<file path="config.mk">
export PLATFORM = sky130hd
export DESIGN_NAME = sec_watchdog
export DESIGN_NICKNAME = d
export VERILOG_FILES = /design/src/rtl/sec_wdt_pkg.sv /design/src/rtl/sec_wdt_tick_sel.sv /design/src/rtl/sec_wdt_count.sv /design/src/rtl/sec_wdt_rst_pulse.sv /design/src/rtl/sec_watchdog.sv
export SDC_FILE = /design/constraint.sdc
export NUM_CORES = 1
export LEC_CHECK = 0
export CAP_MARGIN = 10
export CELL_PAD_IN_SITES_DETAIL_PLACEMENT = 0
export CELL_PAD_IN_SITES_GLOBAL_PLACEMENT = 2
export CORE_MARGIN = 5
export CORE_UTILIZATION = 39
export DETAILED_ROUTE_END_ITERATION = 12
export DONT_BUFFER_PORTS = 1
export PLACE_DENSITY = 0.81
export SYNTH_ARGS = -nofsm -noshare
export SYNTH_HDL_FRONTEND = slang
export SYNTH_SLANG_ARGS = --single-unit
</file>
<file path="constraint.sdc">
create_clock -name clk -period 3.41 [get_ports clk]
set_clock_uncertainty 0.15 [all_clocks]
set_input_delay 0.682 -clock clk [delete_from_list [all_inputs] [get_ports clk]]
set_output_delay 0.682 -clock clk [all_outputs]
set_load 0.03 [all_outputs]
</file>
<file path="src/rtl/sec_wdt_pkg.sv">
// Package: shared register addresses, bit positions and types for the
// seconds-tick watchdog. Assumes an 8-bit register file with 2-bit addressing.
package sec_wdt_pkg;
    localparam int REG_DW = 8;
    localparam int ADDR_W = 2;

    localparam logic [ADDR_W-1:0] ADDR_STATUS = 2'd0;
    localparam logic [ADDR_W-1:0] ADDR_CFG    = 2'd1;
    localparam logic [ADDR_W-1:0] ADDR_VALUE  = 2'd2;

    localparam int FLAG_BIT      = 6;
    localparam int CFG_RUN_BIT   = 7;
    localparam int CFG_RSTEN_BIT = 6;

    typedef enum logic [1:0] {
        SRC_FAST     = 2'b00,
        SRC_FAST_DIV = 2'b01,
        SRC_SEC      = 2'b10,
        SRC_SEC_DIV  = 2'b11
    } tick_src_e;

    typedef struct packed {
        logic      run;
        logic      rst_en;
        tick_src_e src;
    } wdt_cfg_t;
endpackage

</file>
<file path="src/rtl/sec_wdt_tick_sel.sv">
// Tick selector: builds divided versions of both raw tick inputs and picks
// the one named by the configured source. Assumes each raw tick is a
// one-cycle enable; dividers restart when 'restart' is high.
module sec_wdt_tick_sel
    import sec_wdt_pkg::*;
#(
    parameter int DIV_FAST = 4,
    parameter int DIV_SLOW = 60
) (
    input  logic      clk,
    input  logic      rst_n,
    input  logic      restart,
    input  logic      tick_fast,
    input  logic      tick_sec,
    input  tick_src_e src,
    output logic      tick_out
);
    localparam int NSRC = 2;

    logic [NSRC-1:0] raw_tick;
    logic [NSRC-1:0] div_tick;

    assign raw_tick = {tick_sec, tick_fast};

    for (genvar g = 0; g < NSRC; g++) begin : g_div
        localparam int DIV = (g == 0) ? DIV_FAST : DIV_SLOW;
        localparam int CW  = ($clog2(DIV) > 0) ? $clog2(DIV) : 1;

        logic [CW-1:0] phase;
        logic          at_last;

        assign at_last = (phase == CW'(DIV - 1));

        // Count raw ticks modulo DIV, restarting on a reload.
        always_ff @(posedge clk) begin
            if (!rst_n)
                phase <= '0;
            else if (restart)
                phase <= '0;
            else if (raw_tick[g])
                phase <= at_last ? '0 : phase + 1'b1;
        end

        assign div_tick[g] = raw_tick[g] && at_last && !restart;
    end

    // Pick the tick that drives the countdown.
    always_comb begin
        case (src)
            SRC_FAST:     tick_out = raw_tick[0];
            SRC_FAST_DIV: tick_out = div_tick[0];
            SRC_SEC:      tick_out = raw_tick[1];
            SRC_SEC_DIV:  tick_out = div_tick[1];
            default:      tick_out = 1'b0;
        endcase
    end
endmodule

</file>
<file path="src/rtl/sec_wdt_count.sv">
// Countdown core: holds the byte count and the timeout flag. A load takes
// priority over a stop, which takes priority over a tick. Assumes at most
// one of load/stop per cycle. The count parks at zero after expiry.
module sec_wdt_count
    import sec_wdt_pkg::*;
(
    input  logic              clk,
    input  logic              rst_n,
    input  logic              load,
    input  logic [REG_DW-1:0] load_val,
    input  logic              stop,
    input  logic              run,
    input  logic              tick,
    input  logic              flag_clr,
    output logic [REG_DW-1:0] value,
    output logic              flag,
    output logic              expire
);
    assign expire = run && tick && !load && !stop && (value == REG_DW'(1));

    // Reload, stop or decrement the count.
    always_ff @(posedge clk) begin
        if (!rst_n)
            value <= '0;
        else if (load)
            value <= load_val;
        else if (stop)
            value <= '0;
        else if (run && tick && (value != '0))
            value <= value - 1'b1;
    end

    // Timeout flag: a set wins over a clear in the same cycle.
    always_ff @(posedge clk) begin
        if (!rst_n)
            flag <= 1'b0;
        else if (expire)
            flag <= 1'b1;
        else if (flag_clr)
            flag <= 1'b0;
    end
endmodule

</file>
<file path="src/rtl/sec_wdt_rst_pulse.sv">
// Reset pulse generator: on 'fire', holds the active-low output low for
// RST_CYCLES clocks. A new fire during a pulse restarts it. Assumes
// RST_CYCLES >= 1.
module sec_wdt_rst_pulse #(
    parameter int RST_CYCLES = 16
) (
    input  logic clk,
    input  logic rst_n,
    input  logic fire,
    output logic pulse_n
);
    localparam int CW = ($clog2(RST_CYCLES) > 0) ? $clog2(RST_CYCLES) : 1;

    logic [CW-1:0] remain;
    logic          low_q;

    // Track the remaining low cycles of the pulse.
    always_ff @(posedge clk) begin
        if (!rst_n) begin
            remain <= '0;
            low_q  <= 1'b0;
        end else if (fire) begin
            remain <= CW'(RST_CYCLES - 1);
            low_q  <= 1'b1;
        end else if (remain != '0) begin
            remain <= remain - 1'b1;
        end else begin
            low_q  <= 1'b0;
        end
    end

    assign pulse_n = !low_q;
endmodule

</file>
<file path="src/rtl/sec_watchdog.sv">
// Top: seconds-tick watchdog with register strobes. Holds the configuration
// register, decodes strobes into load/stop/clear and muxes read data.
// Assumes single-cycle strobes and that bus_rd and bus_wr are not both
// high in one cycle.
module sec_watchdog
    import sec_wdt_pkg::*;
#(
    parameter int TICK_DIV_FAST = 4,
    parameter int TICK_DIV_SLOW = 60,
    parameter int RST_CYCLES    = 16
) (
    input  logic              clk,
    input  logic              rst_n,
    input  logic              tick_fast,
    input  logic              tick_sec,
    input  logic              bus_wr,
    input  logic              bus_rd,
    input  logic [ADDR_W-1:0] bus_addr,
    input  logic [REG_DW-1:0] bus_wdata,
    output logic [REG_DW-1:0] bus_rdata,
    output logic              wd_flag,
    output logic              wd_rst_n
);
    wdt_cfg_t          cfg_q;
    logic [REG_DW-1:0] wd_value;
    logic              sel_tick;
    logic              expire;
    logic              do_load;
    logic              do_stop;
    logic              do_clr;

    assign do_load = bus_wr && (bus_addr == ADDR_VALUE);
    assign do_stop = bus_rd && (bus_addr == ADDR_STATUS);
    assign do_clr  = bus_wr && (bus_addr == ADDR_STATUS) && !bus_wdata[FLAG_BIT];

    // Configuration register write.
    always_ff @(posedge clk) begin
        if (!rst_n)
            cfg_q <= '{run: 1'b0, rst_en: 1'b0, src: SRC_FAST};
        else if (bus_wr && (bus_addr == ADDR_CFG))
            cfg_q <= '{run:    bus_wdata[CFG_RUN_BIT],
                       rst_en: bus_wdata[CFG_RSTEN_BIT],
                       src:    tick_src_e'(bus_wdata[1:0])};
    end

    sec_wdt_tick_sel #(
        .DIV_FAST (TICK_DIV_FAST),
        .DIV_SLOW (TICK_DIV_SLOW)
    ) u_tick (
        .clk       (clk),
        .rst_n     (rst_n),
        .restart   (do_load),
        .tick_fast (tick_fast),
        .tick_sec  (tick_sec),
        .src       (cfg_q.src),
        .tick_out  (sel_tick)
    );

    sec_wdt_count u_count (
        .clk      (clk),
        .rst_n    (rst_n),
        .load     (do_load),
        .load_val (bus_wdata),
        .stop     (do_stop),
        .run      (cfg_q.run),
        .tick     (sel_tick),
        .flag_clr (do_clr),
        .value    (wd_value),
        .flag     (wd_flag),
        .expire   (expire)
    );

    sec_wdt_rst_pulse #(
        .RST_CYCLES (RST_CYCLES)
    ) u_pulse (
        .clk     (clk),
        .rst_n   (rst_n),
        .fire    (expire && cfg_q.rst_en),
        .pulse_n (wd_rst_n)
    );

    // Read data mux for the addressed register.
    always_comb begin
        bus_rdata = '0;
        case (bus_addr)
            ADDR_STATUS: bus_rdata[FLAG_BIT] = wd_flag;
            ADDR_CFG: begin
                bus_rdata[CFG_RUN_BIT]   = cfg_q.run;
                bus_rdata[CFG_RSTEN_BIT] = cfg_q.rst_en;
                bus_rdata[1:0]           = cfg_q.src;
            end
            ADDR_VALUE:  bus_rdata = wd_value;
            default:     bus_rdata = '0;
        endcase
    end
endmodule

</file>
# Yosys cells after proc, flatten, opt, wreduce, memory -nomap -nowiden
# Index checks and enable logic that the tools add are counted.
[op_classes] addsub=4 n_eq_ne=9 n_mux=16 bitwise=1 n_reduce_logical=27
[ops] op="$mux W8" n=3
[ops] op="$logic_and A1 B1 Y1" n=15
[ops] op="$mux W4" n=3
[ops] op="$eq A2 B2 Y1 const B" n=4
[ops] op="$eq A8 B1 Y1 const B" n=1
[ops] op="$reduce_bool A8 Y1" n=1
[ops] op="$sub A8 B1 Y8 const B" n=1
[ops] op="$add A6 B1 Y6 const B" n=1
[ops] op="$eq A6 B6 Y1 const B" n=1
[ops] op="$mux W6" n=1
[ops] op="$eq A2 B1 Y1 const B" n=2
[ops] op="$logic_not A1 Y1" n=4
[ops] op="$logic_not A2 Y1" n=2
[ops] op="$mux W1" n=4
[ops] op="$pmux W1 S4" n=1
[ops] op="$pmux W2 S2" n=1
[ops] op="$reduce_bool A2 Y1" n=2
[ops] op="$reduce_bool A4 Y1" n=1
[ops] op="$sub A4 B1 Y4 const B" n=1
[ops] op="$pmux W1 S3" n=1
[ops] op="$reduce_bool A3 Y1" n=1
[ops] op="$add A2 B1 Y2 const B" n=1
[ops] op="$mux W2" n=1
[ops] op="$ne A2 B1 Y1 const B" n=1
[ops] op="other kinds (3)" n=3
[word_totals] reg_bits=26 inputBits=16

# Depth between registers and ports, before layout
# Gate-level depths: netlist of the first run.
[depth] ltp_word=11 depth_mapped=8

# Hierarchy
# From an unflattened synthesis of the first run, not the netlist that was laid out.
[hier_totals] hier_cells=178 area_unflattened_um2=1609.0
[modules_own_cells] module="sec_wdt_count" n_inst=1 cells_per_inst=73 area_each_um2=638.1 seq_area_each_um2=180.2
[modules_own_cells] module="sec_wdt_tick_sel" n_inst=1 cells_per_inst=41 area_each_um2=394.1 seq_area_each_um2=160.2
[modules_own_cells] module="sec_watchdog" n_inst=1 cells_per_inst=40 area_each_um2=345.3 seq_area_each_um2=80.1
[modules_own_cells] module="sec_wdt_rst_pulse" n_inst=1 cells_per_inst=24 area_each_um2=231.5 seq_area_each_um2=100.1

# Worst setup path before layout of the first run
# OpenSTA, ideal clock, no wires.
[synth_timing] kind="input -> output" start="input bus_addr[1]" end="output bus_rdata[0]" arrival_ns=1.684 path_slack_ns=0.894 path_stages=5 path_buffers=1 path_cell_list="inv_1 > ha_1 > clkbuf_1 > a22oi_1 > nor2b_1"
[synth_between] elab_chain_cells=2
[synth_rtl] item="start, declared" line_no="sec_watchdog.sv:18" rtl="input logic [ADDR_W-1:0] bus_addr,"
[synth_rtl] item="$eq A2 B2 Y1 / $eq A2 B1 Y1 (equally long branches)" line_no="sec_watchdog.sv:85" rtl="case (bus_addr)"
[synth_rtl] item="$pmux W2 S2 *" line_no="sec_watchdog.sv:85"
[synth_rtl] item="end, declared" line_no="sec_watchdog.sv:20" rtl="output logic [REG_DW-1:0] bus_rdata,"
# Mark *: on every way between the ends. The rest lies on a longest branch, timed or not.

# Final worst setup path of the first run
[layout_timing] start="input bus_addr[0]" end="output bus_rdata[1]"
# The elaborated chain is that of the path after synthesis.

==> impl_metrics.csv, run 1 <==
group,metric,value,unit
synthesis,synth_area_per_cell,8.25,sq um
pwr,power,841,uW
floorplanning,start_util,0.407,
floorplanning,core-area,3690,sq um
critical_path,cp.required,2580,ps
cts,numClockSinks,26,
pwr,power_frac_clock,0.313,
timing,slew_headroom,0.578,
global_route,antenna_found_initial,0,
floorplanning,rows,22,
critical_path,start_kind,"primary input",
timing,final_hold_viol_count,0,
floorplanning,fp.dieArea,5190,sq um
cts,cts-root-buf,"clkbuf_8",
pwr,p_sw_frac,0.296,
timing,fin_hold_ws,306,ps
detailed_routing,drtAntennaViolNets,0,
critical_path,path_class,"primary input to primary output",
global_route,grt_overflow,0,
timing,setup_viol,0,
critical_path,endpoint_kind,"primary output",
status,status,"finished clean",
floorplanning,io_pins,26,
layout,finalInstanceArea,1610,sq um
timing,finalSetupTns,0,ps
floorplanning,fp.dieW,72.0,um
cts,post_cts_buffers,0,
critical_path,slowest_delay,530,ps
global_route,grt_max_degree,16,
cts,hold_buffers,0,
synthesis,ys.flop_type,"dfxtp_1",
placement,dpl_cell_area,1540,sq um
timing,worst_pin_slew,632,ps
timing,fin_crit,2630,ps
synthesis,yosysWarnings,0,
placement,pre_cts_slack,648,ps
pwr,pwr-share-seq,0.437,
layout,final_common_cell,"dfxtp_1",
synthesis,seq_area_frac_synth,0.347,
detailed_routing,vias,1332,
global_route,grt_pass1_wl,6100,um
critical_path,path_buf_inv,1,
global_route,grtUsageTotal,0.150,
pwr,switching_power,249,uW
critical_path,crit_path_cell_trace,"inv_1 > ha_1 > a22oi_1 > nor2b_1",
detailed_routing,routed_wl,3770,um
synthesis,synth_edf_count,0,
layout,fin_nets,206,
timing,rsz0062_at_grt,"false",
critical_path,cp_max_fo,12,
layout,drive_above_1_share,0.0611,
layout,final_cells,228,
run,maxCapViolCount,0,
timing,fin_ws,784,ps
synthesis,netlist_top_cells_area,"dfxtp_1, ha_1, a21oi_1",
cts,clk_pin_slew_worst_paths,90,ps
floorplanning,dieHeight,72.0,um
pwr,power_frac_comb,0.250,
synthesis,ys_async_sr_fraction,0,
placement,routabilityCongestion,0.804,
critical_path,slowest_stage,"nor2b_1",
pwr,p_int,592,uW
synthesis,yosys.area.top_type_share,0.347,
cts,tritoncts,"yes",
placement,hpwlAfterDp,2800,um
pwr,p_leak,0.614,nW
layout,antenna_cells,0,
cts,cts_resized,0,
synthesis,synth_cells,182,
timing,max_freq,0.381,GHz
cts,cts_buffers,3,
cts,htree_num_levels,1,
synthesis,synthesis.area,1500,sq um
cts,clk_latency,280,ps
worst_hold_path,hold_path.class,"flip-flop to flip-flop",
placement,place_inst,224,
detailed_routing,vias_per_cell,5.84,
pwr,vdd_drop_max,0.172,mV
detailed_routing,dr.pass1.iters,4,
timing,period_share,0.770,
synthesis,yosys.cell_types.count,45,
cts,clockBufferDepth,2,
detailed_routing,post-route-drc-count,0,
detailed_routing,drt_iter0_markers,102,
layout,area_growth,7.08,%
synthesis,ys_ff_latch,26,
global_route,grt_pass1_vias,1224,
detailed_routing,routedWlPerCell,16.5,um
synthesis,syn-num-nets,207,
timing,slew_violations,0,
critical_path,critPathArrivalTime,1790,ps
placement,portBuffers,0,
synthesis,yosysTopAreaCell,"dfxtp_1",
layout,fin_util,0.436,
pwr,p_per_area,523,nW/um^2
layout,layout_common_cells,"dfxtp_1, nand2_1, a21oi_1",
critical_path,critPathTopFamily,"simple AND/OR/NAND/NOR gates",
-- kinds of logic after synthesis --
group                    after synthesis  synth area share
AND/OR/NAND/NOR                       72             0.245
AO/OA/AOI/OAI                         48             0.226
flip-flops                            26             0.347
buffers and inverters                 18            0.0467
adder cells (fa/ha/maj)                9            0.0750
XOR/XNOR                               6            0.0400
multiplexers                           3            0.0208
-- Yosys cell counts (4+ instances only) --
cell type	instances
nand2_1	23
dfxtp_1	26
and2_1	5
a21oi_1	18
o21ai_0	4
inv_1	11
nor2_1	11
clkbuf_1	4
nand3_1	7
ha_1	9
nor3_1	7
-- power groups by stage --
stage | Combinational, mW | Sequential, mW | Clock [mW]
final | 0.210 | 0.368 | 0.263
after global routing | 0.246 | 0.371 | 0.276
after detailed placement | 0.209 | 0.374 | 0
after global placement | 0.206 | 0.373 | 0
after floorplan | 0.182 | 0.366 | 0
after CTS | 0.210 | 0.367 | 0.272
-- per-layer routing --
| layer | routed length, um | vias to the layer above | global-route usage |
|---|---|---|---|
| met3 | 355 | 5 | 0.0512 |
| met2 | 1590 | 42 | 0.216 |
| met5 | 0 | - | 0 |
| li1 | - | 655 | - |
| met1 | 1770 | 630 | 0.204 |
| met4 | 60 | 0 | 0.0605 |
-- sequential cells by signal, indices dropped and copies added (netlist names) --
| name | count |
|---|---|
| u_pulse.low_q | 1 |
| u_tick.g_div.phase | 8 |
| u_count.flag | 1 |
| cfg_q | 4 |
| u_count.value | 8 |
| u_pulse.remain | 4 |
-- worst paths after layout --
kind,start,endpoint,slack [ps],cells past startpoint
worst max-delay path,bus_addr[0],bus_rdata[1],780,4
worst min-delay path,u_pulse.low_q$_SDFFE_PN0P_,u_pulse.low_q$_SDFFE_PN0P_,310,2
worst max register to register,u_tick.g_div[1].phase[0]$_SDFFE_PP0P_,u_count.value[1]$_SDFFE_PN0P_,1300,6
worst min register to register,u_pulse.low_q$_SDFFE_PN0P_,u_pulse.low_q$_SDFFE_PN0P_,310,2
-- area by class of cell --
type / instances / area [sq um]
Clock buffer: 3 / 41.3
Clock inverter: 1 / 30.0
Fill cell: 388 / 2080
Inverter: 12 / 45.0
Multi-Input combinational cell: 138 / 911
Sequential cell: 26 / 520
Tap cell: 48 / 60.1
-- worst register-to-register path: stages, from the launching register on --
cell	delay, ps
dfxtp_1	370
ha_1	190
nand2_1	100
o221ai_1	300
nand4_1	400
a221oi_1	410
a311oi_1	80
(Power assumes the default switching activity.)
==> run 2: changes to the inputs <==
- CORE_UTILIZATION: 39 -> 36
- PLACE_DENSITY: 0.81 -> 0.76
- clock period: 3.41 -> 2.61 ns (I/O delays scaled with it)
==> impl_metrics.csv, run 2 (synthesis gave the netlist of run 1 again) <==
group,metric,value,unit
pwr,p_leak,0.647,nW
timing,fin_ws,505,ps
layout,fin_nets,212,
detailed_routing,dr.pass1.iters,4,
layout,drive_above_1_share,0.0914,
cts,clk_latency,270,ps
critical_path,critPathArrivalTime,2110,ps
layout,final_common_cell,"dfxtp_1",
cts,clockBufferDepth,2,
status,status,"finished clean",
global_route,grt_overflow,0,
timing,worst_pin_slew,415,ps
cts,cts_buffers,3,
placement,pre_cts_slack,326,ps
pwr,switching_power,327,uW
detailed_routing,vias_per_cell,5.80,
global_route,grt_pass1_wl,6710,um
critical_path,start_kind,"flip-flop",
cts,cts_resized,0,
critical_path,cp_max_fo,8,
placement,routabilityCongestion,0.887,
pwr,p_int,777,uW
cts,post_cts_buffers,0,
cts,hold_buffers,0,
cts,cts-root-buf,"clkbuf_8",
floorplanning,io_pins,26,
run,maxCapViolCount,0,
critical_path,path_class,"flip-flop to flip-flop",
layout,reg.largest.list,"u_count.value (8), u_tick.g_div.phase (8)",
placement,hpwlAfterDp,2950,um
global_route,antenna_found_initial,0,
floorplanning,fp.dieArea,5560,sq um
critical_path,endpoint_kind,"flip-flop",
pwr,power_frac_clock,0.311,
critical_path,cp.required,2610,ps
pwr,pwr-share-seq,0.435,
timing,max_freq,0.475,GHz
floorplanning,start_util,0.373,
timing,setup_viol,0,
global_route,grtUsageTotal,0.155,
timing,final_hold_viol_count,0,
cts,numClockSinks,26,
pwr,p_sw_frac,0.296,
detailed_routing,vias,1369,
layout,area_growth,10.3,%
layout,fillerInstances,435,
timing,fin_crit,2100,ps
floorplanning,dieHeight,74.6,um
detailed_routing,post-route-drc-count,0,
pwr,vdd_drop_max,0.423,mV
cts,htree_num_levels,1,
layout,layout_common_cells,"dfxtp_1, nand2_1, a21oi_1",
timing,finalSetupTns,0,ps
detailed_routing,drtAntennaViolNets,0,
pwr,p_per_area,667,nW/um^2
placement,portBuffers,0,
floorplanning,fp.dieW,74.6,um
layout,antenna_cells,0,
detailed_routing,routedWlPerCell,16.5,um
floorplanning,core-area,4030,sq um
floorplanning,rows,23,
global_route,grt_max_degree,16,
timing,slew_headroom,0.722,
detailed_routing,drt_iter0_markers,59,
timing,period_share,0.806,
global_route,grt_pass1_vias,1387,
timing,slew_violations,0,
timing,rsz0062_at_grt,"false",
cts,clk_pin_slew_worst_paths,100,ps
detailed_routing,routed_wl,3900,um
cts,tritoncts,"yes",
pwr,power_frac_comb,0.254,
worst_hold_path,hold_path.class,"primary input to flip-flop",
[run 2: changes by cell type in the layout (fill, tap and decap cells not counted), sizes merged]
cell,previous run,this run
buf,0,6
[run 2: area by class of cell]
type                    instances  area [sq um]  area share
well taps                      50          62.6      0.0378
inverters                      12          45.0      0.0272
clock inverters                 1          30.0      0.0181
clock buffers                   3          41.3      0.0249
multi-input cells             138           911       0.550
repair buffers                  6          45.0      0.0272
flip-flops and latches         26           520       0.314
[run 2: critical path, cell delays in order, from the launching register on]
cell and delay [ps]:
dfxtp_1 380, ha_1 190, nand2_1 100, o221ai_1 270
nand4_1 370, a221oi_1 440, a311oi_1 90
[run 2: worst paths after layout]
path                                                             from  slack (ps)  cells after the start                             to
worst max-delay path            u_tick.g_div[1].phase[0]$_SDFFE_PP0P_         510                      6  u_count.value[1]$_SDFFE_PN0P_
worst min-delay path                                     bus_wdata[0]         220                      2  u_count.value[0]$_SDFFE_PN0P_
worst max register to register  u_tick.g_div[1].phase[0]$_SDFFE_PP0P_         510                      6  u_count.value[1]$_SDFFE_PN0P_
worst min register to register             u_pulse.low_q$_SDFFE_PN0P_         310                      2     u_pulse.low_q$_SDFFE_PN0P_
[run 2: power groups by stage]
stage	clock (mW)	combinational, mW	sequential, mW
detailed placement	0	0.281	0.488
CTS	0.352	0.283	0.480
finish	0.343	0.280	0.480
global route	0.368	0.321	0.487
global placement	0	0.278	0.488
floorplan	0	0.238	0.478
[run 2: per-stage QoR]
stage	power [mW]	utilization	hold slack [ps]	cell area [sq um]	std cells
floorplan	0.716	-	282	1500	182
global placement	0.766	0.393	296	1580	232
detailed placement	0.770	0.393	304	1580	232
CTS	1.11	0.411	210	1660	236
global route	1.18	0.411	209	1660	236
finish	1.10	0.411	218	1660	236
[run 2: per-layer routing]
layer / part of all wire / wire length (um) / global-route usage
met5: 0 / 0 / 0
met2: 0.47 / 1850 / 0.245
met4: 0.018 / 70 / 0.0553
met3: 0.064 / 249 / 0.0500
met1: 0.44 / 1730 / 0.198
==> run 3: changes to the inputs <==
- clock period: 2.61 -> 2.1 ns (I/O delays scaled with it)
==> impl_metrics.csv, run 3 (synthesis gave the netlist of run 1 again) <==
group,metric,value,unit
status,status,"finished clean",
layout,final_common_cell,"dfxtp_1",
critical_path,cp_max_fo,4,
layout,drive_above_1_share,0.115,
cts,clk_pin_slew_worst_paths,90,ps
run,maxCapViolCount,0,
pwr,p_per_area,817,nW/um^2
detailed_routing,routedWlPerCell,16.5,um
cts,htree_num_levels,1,
global_route,grt_pass1_vias,1431,
layout,fin_util,0.420,
cts,post_cts_buffers,0,
layout,area_growth,12.7,%
timing,setup_viol,0,
timing,max_freq,0.496,GHz
layout,layout_common_cells,"dfxtp_1, nand2_1, a21oi_1",
cts,clockBufferDepth,2,
placement,routabilityCongestion,0.898,
critical_path,path_class,"flip-flop to flip-flop",
timing,final_hold_viol_count,0,
detailed_routing,routed_wl,3980,um
layout,finalInstanceArea,1690,sq um
floorplanning,fp.dieW,74.6,um
detailed_routing,vias_per_cell,5.54,
timing,rsz0062_at_grt,"false",
placement,dpl_cell_area,1620,sq um
cts,cts_buffers,3,
floorplanning,fp.dieArea,5560,sq um
pwr,vdd_drop_max,0.441,mV
worst_hold_path,hold_path.class,"primary input to flip-flop",
timing,finalSetupTns,0,ps
placement,hpwlAfterDp,3030,um
layout,fillerInstances,432,
layout,antenna_cells,0,
floorplanning,io_pins,26,
timing,fin_crit,2010,ps
cts,cts-root-buf,"clkbuf_8",
detailed_routing,vias,1336,
critical_path,start_kind,"flip-flop",
cts,hold_buffers,0,
floorplanning,start_util,0.373,
global_route,grt_overflow,0,
layout,reg.largest.list,"u_count.value (8), u_tick.g_div.phase (8)",
placement,portBuffers,0,
timing,period_share,0.959,
global_route,grt_max_degree,16,
critical_path,endpoint_kind,"flip-flop",
detailed_routing,drt_iter0_markers,52,
detailed_routing,dr.pass1.iters,4,
pwr,p_leak,0.670,nW
timing,slew_violations,0,
floorplanning,core-area,4030,sq um
layout,seq_area,520,sq um
pwr,power,1.38,mW
global_route,grt_pass1_wl,6640,um
cts,cts_resized,0,
detailed_routing,drtAntennaViolNets,0,
global_route,grtUsageTotal,0.155,
critical_path,cp.required,2140,ps
layout,multi_input_area,911,sq um
timing,slew_headroom,0.712,
cts,tritoncts,"yes",
floorplanning,dieHeight,74.6,um
timing,worst_pin_slew,430,ps
detailed_routing,post-route-drc-count,0,
layout,fin_nets,217,
floorplanning,rows,23,
cts,clk_latency,270,ps
cts,numClockSinks,26,
critical_path,critPathArrivalTime,2060,ps
global_route,antenna_found_initial,0,
-- run 3: cell count changes in the layout (fill, tap and decap cells not counted) --
cell	previous run	this run
buf_4	6	11
-- run 3: layer usage --
layer | track usage | vias to the layer above | share of wire
li1 | - | 674 | -
met1 | 0.191 | 615 | 0.45
met2 | 0.263 | 39 | 0.47
met3 | 0.0432 | 8 | 0.063
met4 | 0.0415 | 0 | 0.014
met5 | 0 | - | 0
-- run 3: critical path, stage by stage, from the launching register on --
cell	delay (ps)
dfxtp_1	350
or4_4	560
or4_4	440
xnor2_2	130
nand2_1	70
a311oi_2	230
-- run 3: layout make-up --
cell class	count	area share
repair buffers	11	0.0488
flip-flops and latches	26	0.307
inverters	12	0.0266
well taps	50	0.0370
clock inverters	1	0.0177
clock buffers	3	0.0244
multi-input cells	138	0.538
-- run 3: stage by stage --
| stage | instances | hold slack [ps] | setup slack [ps] |
|---|---|---|---|
| after floorplan | 182 | 282 | 65.5 |
| after global placement | 237 | 293 | 117 |
| after detailed placement | 237 | 314 | 115 |
| after CTS | 241 | 114 | 83.7 |
| after global routing | 241 | 120 | 0.704 |
| final | 241 | 120 | 85.2 |
-- run 3: worst paths after layout --
path | cells after the start | slack (ps) | start | endpoint
worst max-delay path | 5 | 90 | u_count.value[0]$_SDFFE_PN0P_ | u_count.value[7]$_SDFFE_PN0P_
worst min-delay path | 2 | 120 | bus_wdata[0] | u_count.value[0]$_SDFFE_PN0P_
worst max register to register | 5 | 90 | u_count.value[0]$_SDFFE_PN0P_ | u_count.value[7]$_SDFFE_PN0P_
worst min register to register | 2 | 320 | u_pulse.low_q$_SDFFE_PN0P_ | u_pulse.low_q$_SDFFE_PN0P_
-- run 3: report_power, final --
group          internal, mW  switching, mW  total (mW)
clock                 0.255          0.169       0.424
combinational         0.176          0.188       0.365
sequential            0.545         0.0497       0.595
